**src/rtl/bses_pkg.sv**
```systemverilog
package bses_pkg;
  localparam int REG_W      = 16;
  localparam int CPL_STAT_W = 3;

  localparam int POS_PW_POISON = 15;
  localparam int POS_ERR_MSG   = 14;
  localparam int POS_CPL_UR    = 13;
  localparam int POS_CPL_CA    = 12;
  localparam int POS_RD_POISON = 8;

  localparam logic [REG_W-1:0] STICKY_MASK =
    (REG_W'(1) << POS_PW_POISON) | (REG_W'(1) << POS_ERR_MSG) |
    (REG_W'(1) << POS_CPL_UR)    | (REG_W'(1) << POS_CPL_CA)  |
    (REG_W'(1) << POS_RD_POISON);

  localparam logic [CPL_STAT_W-1:0] CPL_CODE_UR = 3'b001;
  localparam logic [CPL_STAT_W-1:0] CPL_CODE_CA = 3'b100;

  typedef struct packed {
    logic pw_poison;
    logic err_msg;
    logic cpl_ur;
    logic cpl_ca;
    logic rd_poison;
  } sts_set_t;
endpackage

```
**src/rtl/bses_event_decode.sv**
```systemverilog
module bses_event_decode
  import bses_pkg::*;
#(
  parameter int STAT_W = CPL_STAT_W,
  parameter logic [STAT_W-1:0] UR_CODE = CPL_CODE_UR,
  parameter logic [STAT_W-1:0] CA_CODE = CPL_CODE_CA
) (
  input  logic              pw_hdr_valid,
  input  logic              pw_poisoned,
  input  logic              rdc_valid,
  input  logic              rdc_poisoned,
  input  logic              cpl_valid,
  input  logic [STAT_W-1:0] cpl_status,
  input  logic              cpl_own,
  input  logic              err_msg_valid,
  input  logic              ctl_serr_en,
  input  logic              ctl_perr_en,
  output sts_set_t          set_o
);
  logic own_cpl;

  always_comb begin
    own_cpl         = cpl_valid & cpl_own;
    set_o.pw_poison = pw_hdr_valid & pw_poisoned;
    set_o.rd_poison = rdc_valid & rdc_poisoned & ctl_perr_en;
    set_o.err_msg   = err_msg_valid & ctl_serr_en;
    set_o.cpl_ur    = own_cpl & (cpl_status == UR_CODE);
    set_o.cpl_ca    = own_cpl & (cpl_status == CA_CODE);
  end
endmodule

```
**src/rtl/bses_sticky_bit.sv**
```systemverilog
module bses_sticky_bit (
  input  logic clk,
  input  logic rst_n,
  input  logic set_i,
  input  logic clr_i,
  output logic q_o
);
  logic q_d;
  logic q_en;

  always_comb begin
    q_en = set_i | clr_i;
    q_d  = q_o;
    if (clr_i) q_d = 1'b0;
    if (set_i) q_d = 1'b1;
  end

  always_ff @(posedge clk or negedge rst_n) begin
    if (!rst_n)    q_o <= 1'b0;
    else if (q_en) q_o <= q_d;
  end

  AST_SET_WINS: assert property (@(posedge clk) disable iff (!rst_n)
    set_i |=> q_o);

  AST_CLEAR_TAKES: assert property (@(posedge clk) disable iff (!rst_n)
    (clr_i && !set_i) |=> !q_o);

  AST_IDLE_HOLDS: assert property (@(posedge clk) disable iff (!rst_n)
    (!set_i && !clr_i) |=> $stable(q_o));
endmodule

```
**src/rtl/bses_read_port.sv**
```systemverilog
module bses_read_port #(
  parameter int W = 16
) (
  input  logic         clk,
  input  logic         rst_n,
  input  logic         rd_sel,
  input  logic [W-1:0] image_i,
  output logic [W-1:0] rdata_o
);
  logic [W-1:0] rdata_d;

  always_comb begin
    rdata_d = image_i;
  end

  always_ff @(posedge clk or negedge rst_n) begin
    if (!rst_n)      rdata_o <= '0;
    else if (rd_sel) rdata_o <= rdata_d;
  end

  AST_RDATA_HOLDS: assert property (@(posedge clk) disable iff (!rst_n)
    !rd_sel |=> $stable(rdata_o));

  AST_RDATA_LOADS: assert property (@(posedge clk) disable iff (!rst_n)
    rd_sel |=> (rdata_o == $past(image_i)));
endmodule

```
**src/rtl/bridge_sec_err_status.sv**
```systemverilog
module bridge_sec_err_status
  import bses_pkg::*;
#(
  parameter int REG_W_P  = REG_W,
  parameter int STAT_W_P = CPL_STAT_W
) (
  input  logic                clk,
  input  logic                rst_n,
  input  logic                pw_hdr_valid,
  input  logic                pw_poisoned,
  input  logic                rdc_valid,
  input  logic                rdc_poisoned,
  input  logic                cpl_valid,
  input  logic [STAT_W_P-1:0] cpl_status,
  input  logic                cpl_own,
  input  logic                err_msg_valid,
  input  logic                ctl_serr_en,
  input  logic                ctl_perr_en,
  input  logic                reg_sel,
  input  logic                reg_wr,
  input  logic [REG_W_P/8-1:0] reg_be,
  input  logic [REG_W_P-1:0]  reg_wdata,
  output logic [REG_W_P-1:0]  reg_rdata
);
  localparam int BE_W = REG_W_P / 8;

  sts_set_t             set_ev;
  logic [REG_W_P-1:0]   set_vec;
  logic [REG_W_P-1:0]   clr_vec;
  logic [REG_W_P-1:0]   sts_q;
  logic                 wr_hit;
  logic                 rd_hit;

  bses_event_decode #(.STAT_W(STAT_W_P)) u_decode (
    .pw_hdr_valid (pw_hdr_valid),
    .pw_poisoned  (pw_poisoned),
    .rdc_valid    (rdc_valid),
    .rdc_poisoned (rdc_poisoned),
    .cpl_valid    (cpl_valid),
    .cpl_status   (cpl_status),
    .cpl_own      (cpl_own),
    .err_msg_valid(err_msg_valid),
    .ctl_serr_en  (ctl_serr_en),
    .ctl_perr_en  (ctl_perr_en),
    .set_o        (set_ev)
  );

  always_comb begin
    wr_hit  = reg_sel & reg_wr;
    rd_hit  = reg_sel & ~reg_wr;
    set_vec = '0;
    set_vec[POS_PW_POISON] = set_ev.pw_poison;
    set_vec[POS_ERR_MSG]   = set_ev.err_msg;
    set_vec[POS_CPL_UR]    = set_ev.cpl_ur;
    set_vec[POS_CPL_CA]    = set_ev.cpl_ca;
    set_vec[POS_RD_POISON] = set_ev.rd_poison;
    for (int i = 0; i < REG_W_P; i++) begin
      clr_vec[i] = wr_hit & reg_be[i/8] & reg_wdata[i];
    end
  end

  for (genvar g = 0; g < REG_W_P; g++) begin : g_bit
    if (STICKY_MASK[g]) begin : g_sticky
      bses_sticky_bit u_bit (
        .clk  (clk),
        .rst_n(rst_n),
        .set_i(set_vec[g]),
        .clr_i(clr_vec[g]),
        .q_o  (sts_q[g])
      );
    end else begin : g_zero
      assign sts_q[g] = 1'b0;
    end
  end

  bses_read_port #(.W(REG_W_P)) u_rd (
    .clk    (clk),
    .rst_n  (rst_n),
    .rd_sel (rd_hit),
    .image_i(sts_q),
    .rdata_o(reg_rdata)
  );

  AST_PW_POISON_SETS: assert property (@(posedge clk) disable iff (!rst_n)
    (pw_hdr_valid && pw_poisoned) |=> sts_q[POS_PW_POISON]);

  AST_SERR_GATED: assert property (@(posedge clk) disable iff (!rst_n)
    (!sts_q[POS_ERR_MSG] && !(err_msg_valid && ctl_serr_en))
      |=> !sts_q[POS_ERR_MSG]);

  AST_UR_SETS: assert property (@(posedge clk) disable iff (!rst_n)
    (cpl_valid && cpl_own && cpl_status == CPL_CODE_UR) |=> sts_q[POS_CPL_UR]);

  AST_CA_SETS: assert property (@(posedge clk) disable iff (!rst_n)
    (cpl_valid && cpl_own && cpl_status == CPL_CODE_CA) |=> sts_q[POS_CPL_CA]);

  AST_FWD_CPL_IGNORED: assert property (@(posedge clk) disable iff (!rst_n)
    (!sts_q[POS_CPL_UR] && !sts_q[POS_CPL_CA] && !(cpl_valid && cpl_own))
      |=> (!sts_q[POS_CPL_UR] && !sts_q[POS_CPL_CA]));

  AST_PERR_GATED: assert property (@(posedge clk) disable iff (!rst_n)
    (!sts_q[POS_RD_POISON] && !(rdc_valid && rdc_poisoned && ctl_perr_en))
      |=> !sts_q[POS_RD_POISON]);

  AST_FIXED_ZERO: assert property (@(posedge clk) disable iff (!rst_n)
    (reg_rdata & ~STICKY_MASK) == '0);
endmodule

```
**config.mk**
```make
export PLATFORM = sky130hd
export DESIGN_NAME = bridge_sec_err_status
export DESIGN_NICKNAME = d
export VERILOG_FILES = /design/src/rtl/bses_pkg.sv /design/src/rtl/bses_event_decode.sv /design/src/rtl/bses_sticky_bit.sv /design/src/rtl/bses_read_port.sv /design/src/rtl/bridge_sec_err_status.sv
export SDC_FILE = /design/constraint.sdc
export NUM_CORES = 1
export LEC_CHECK = 0
export BUFFER_PORTS_ARGS = -buffer_cell sky130_fd_sc_hd__buf_2
export CORE_AREA = 2 2 52 54
export CTS_CLUSTER_SIZE = 28
export DETAILED_ROUTE_END_ITERATION = 10
export DIE_AREA = 0 0 54 56
export GPL_ROUTABILITY_DRIVEN = 0
export PLACE_DENSITY_LB_ADDON = 0.08
export SYNTH_ARGS = -nofsm -noshare
export SYNTH_HDL_FRONTEND = slang
export SYNTH_HIERARCHICAL = 1
export SYNTH_SLANG_ARGS = --single-unit
export TNS_END_PERCENT = 10
```
**constraint.sdc**
```tcl
create_clock -name clk -period 1.46 [get_ports clk]
set_input_delay 0.292 -clock clk [delete_from_list [all_inputs] [get_ports clk]]
set_output_delay 0.292 -clock clk [all_outputs]
set_load 0.02 [all_outputs]
```
==> qor.csv <==
metric,value,unit
status,completed,
flip-flop and latch area,526,sq um
Final Util,0.509,
Area Growth Syn to Fin,30.5,%
area of placed instances,1200,sq um
Placed Instances,138,
Max Freq,860,MHz
row cnt,18,
vias in the first global route,655,
Clock Root Buffer,clkbuf_4,
"CP delay by family, top",flip-flops,
Critical Path RT,1170,ps
CTS Buf Count,3,
grt ovf,0,
Die Area,3020,sq um
largest stage delay on the critical path,410,ps
Period minus WS final,1160,ps
clock skew,7.81,ps
DIE WIDTH,54,um
WL final,1580,um
Tot Pwr,1.37,mW
WP depth,1,
leak pwr,0.634,nW
Longest Clk Path Bufs,2,
fin area,1240,sq um
PwrDens,1110,nW/um^2
layout cells sized above 1,0.549,
initial antenna violation count,0,
number of cells on the worst reg-to-reg path,1,
io pins,50,
Skew-Pair Late Insertion Delay,300,ps
crit path cell chain,buf_2,
GRT Util Overall,0.125,
DR DRC count,0,
CP bufs+invs,1,
largest net degree at the start of global routing,22,
Hold WC Path Type,primary input to register,
postcts setup bufs,0,
worst-path maximum fanout,2,
Yosys reg bits,21,
Synth top area share,0.554,
TNS Setup,0,ps
H-tree depth,1,
final clock period utilization by the worst path,0.797,
port buffer count,37,
PnR worst setup slack,297,ps
post-synth design cell area,948,sq um
nets,148,
Yosys warnings,6,
Avg WL per Cell,11.0,um
WP data arrival,870,ps
Antenna Nets Post-Route,0,
1st-iter DRT viols,5,
Yosys top cell by area,dfrtp_1,
DRT Pass-1 Iters,3,
Crit Path Category,register to output port,
die height,56,um
n_diodes,0,
TritonCTS clock tree,done,
Starting Density,0.390,
Setup WS pre-CTS,208,ps
count of different cell masters after synthesis,14,
Post-Syn Instances,62,
Final Hold Viols,0,
final cell count without fillers,143,
hold depth,3,
fillers,257,
"Slew Viols, Final",0,
"Reg clk slew, reported paths",120,ps
register area share after synthesis,0.554,
dpl hpwl,1210,um
first-pass GRT wire length,2730,um
CP max stage cell,dfrtp_1,
final setup vio count,0,
Placeable Area,2430,sq um
final hold slack,262,ps
mean number of vias per cell,4.49,
RSZ-0062 raised after global routing,no,
worst vdd ir,0.467,mV
CTS sink cnt,21,
largest cells by area after synthesis,"dfrtp_1, mux2_4, mux2_2",
Via Count,642,
Worst setup SP type,register,
syn avg cell area,15.3,sq um
area occupied by multi-input gates,413,sq um
Max Cap Viol,0,
Critical Path Sink Type,output port,
==> power by group <==
part           leakage, nW  internal [mW]  switching, mW  total, mW
sequential           0.240          0.676         0.0470      0.723
clock               0.0177          0.102          0.170      0.272
combinational        0.376          0.188          0.187      0.375
==> cells in the final DEF, fill, tap and decap left out, drive strengths merged <==
cell,Yosys,layout
dfrtp,21,21
nor3b,2,2
clkinv,0,1
dlygate4sd3,0,1
clkbuf,0,3
and4,5,5
mux2,16,16
inv,5,5
buf,2,38
and2,2,2
and3,1,1
nand3b,1,1
conb,1,11
nor2b,1,1
a21o,5,5
==> path summary, 6_finish.rpt <==
check,slack (ps),endpoint,startpoint
worst max-delay path,300,reg_rdata[5],u_rd/rdata_o[5]
worst min-delay path,260,g_bit[14].g_sticky.u_bit/q_o,ctl_serr_en
worst max register to register,680,u_rd/rdata_o[5],u_rd/rdata_o[5]
worst min register to register,490,g_bit[15].g_sticky.u_bit/q_o,g_bit[15].g_sticky.u_bit/q_o
max in group asynchronous,670,u_rd/rdata_o[15],rst_n
min in group asynchronous,470,u_rd/rdata_o[10],rst_n
==> layer usage <==
layer	track usage	part of all wire	up-vias
met3	0.0242	0.063	2
met4	0.0750	0.017	0
met2	0.220	0.53	24
met1	0.132	0.38	309
li1	-	-	307
met5	0	0	-
==> sequential cells by signal, summed over array words and instances, names as in the netlist <==
register and flops:
u_rd/rdata_o 16, g_bit.g_sticky.u_bit/q_o 5
==> cells by family after synthesis <==
family,Yosys count,share of synthesized area
buf+inv,7,0.0528
other cells,1,0.00395
simple gates,12,0.120
compound gates,5,0.0396
mux,16,0.230
flops,21,0.554
==> layout make-up <==
cell class / instances / share of cell area
clock inverters: 1 / 0.00404
well taps: 30 / 0.0303
inverters: 5 / 0.0152
multi-input cells: 44 / 0.334
clock buffers: 3 / 0.0182
repair buffers: 39 / 0.174
flip-flops and latches: 21 / 0.425
==> repair_timing <==
action                    CTS  global route
gates resized for setup     0             0
hold buffers                1             0
hold endpoints to repair   21             0
==> synthesized netlist by cell type <==
library cell / count
a21o_1: 5
and2_1: 2
and3_1: 1
and4_1: 5
buf_12: 1
buf_6: 1
conb_1: 1
dfrtp_1: 21
inv_1: 5
mux2_2: 6
mux2_4: 10
nand3b_4: 1
nor2b_1: 1
nor3b_2: 2
Power figures use the tool's default switching activity.
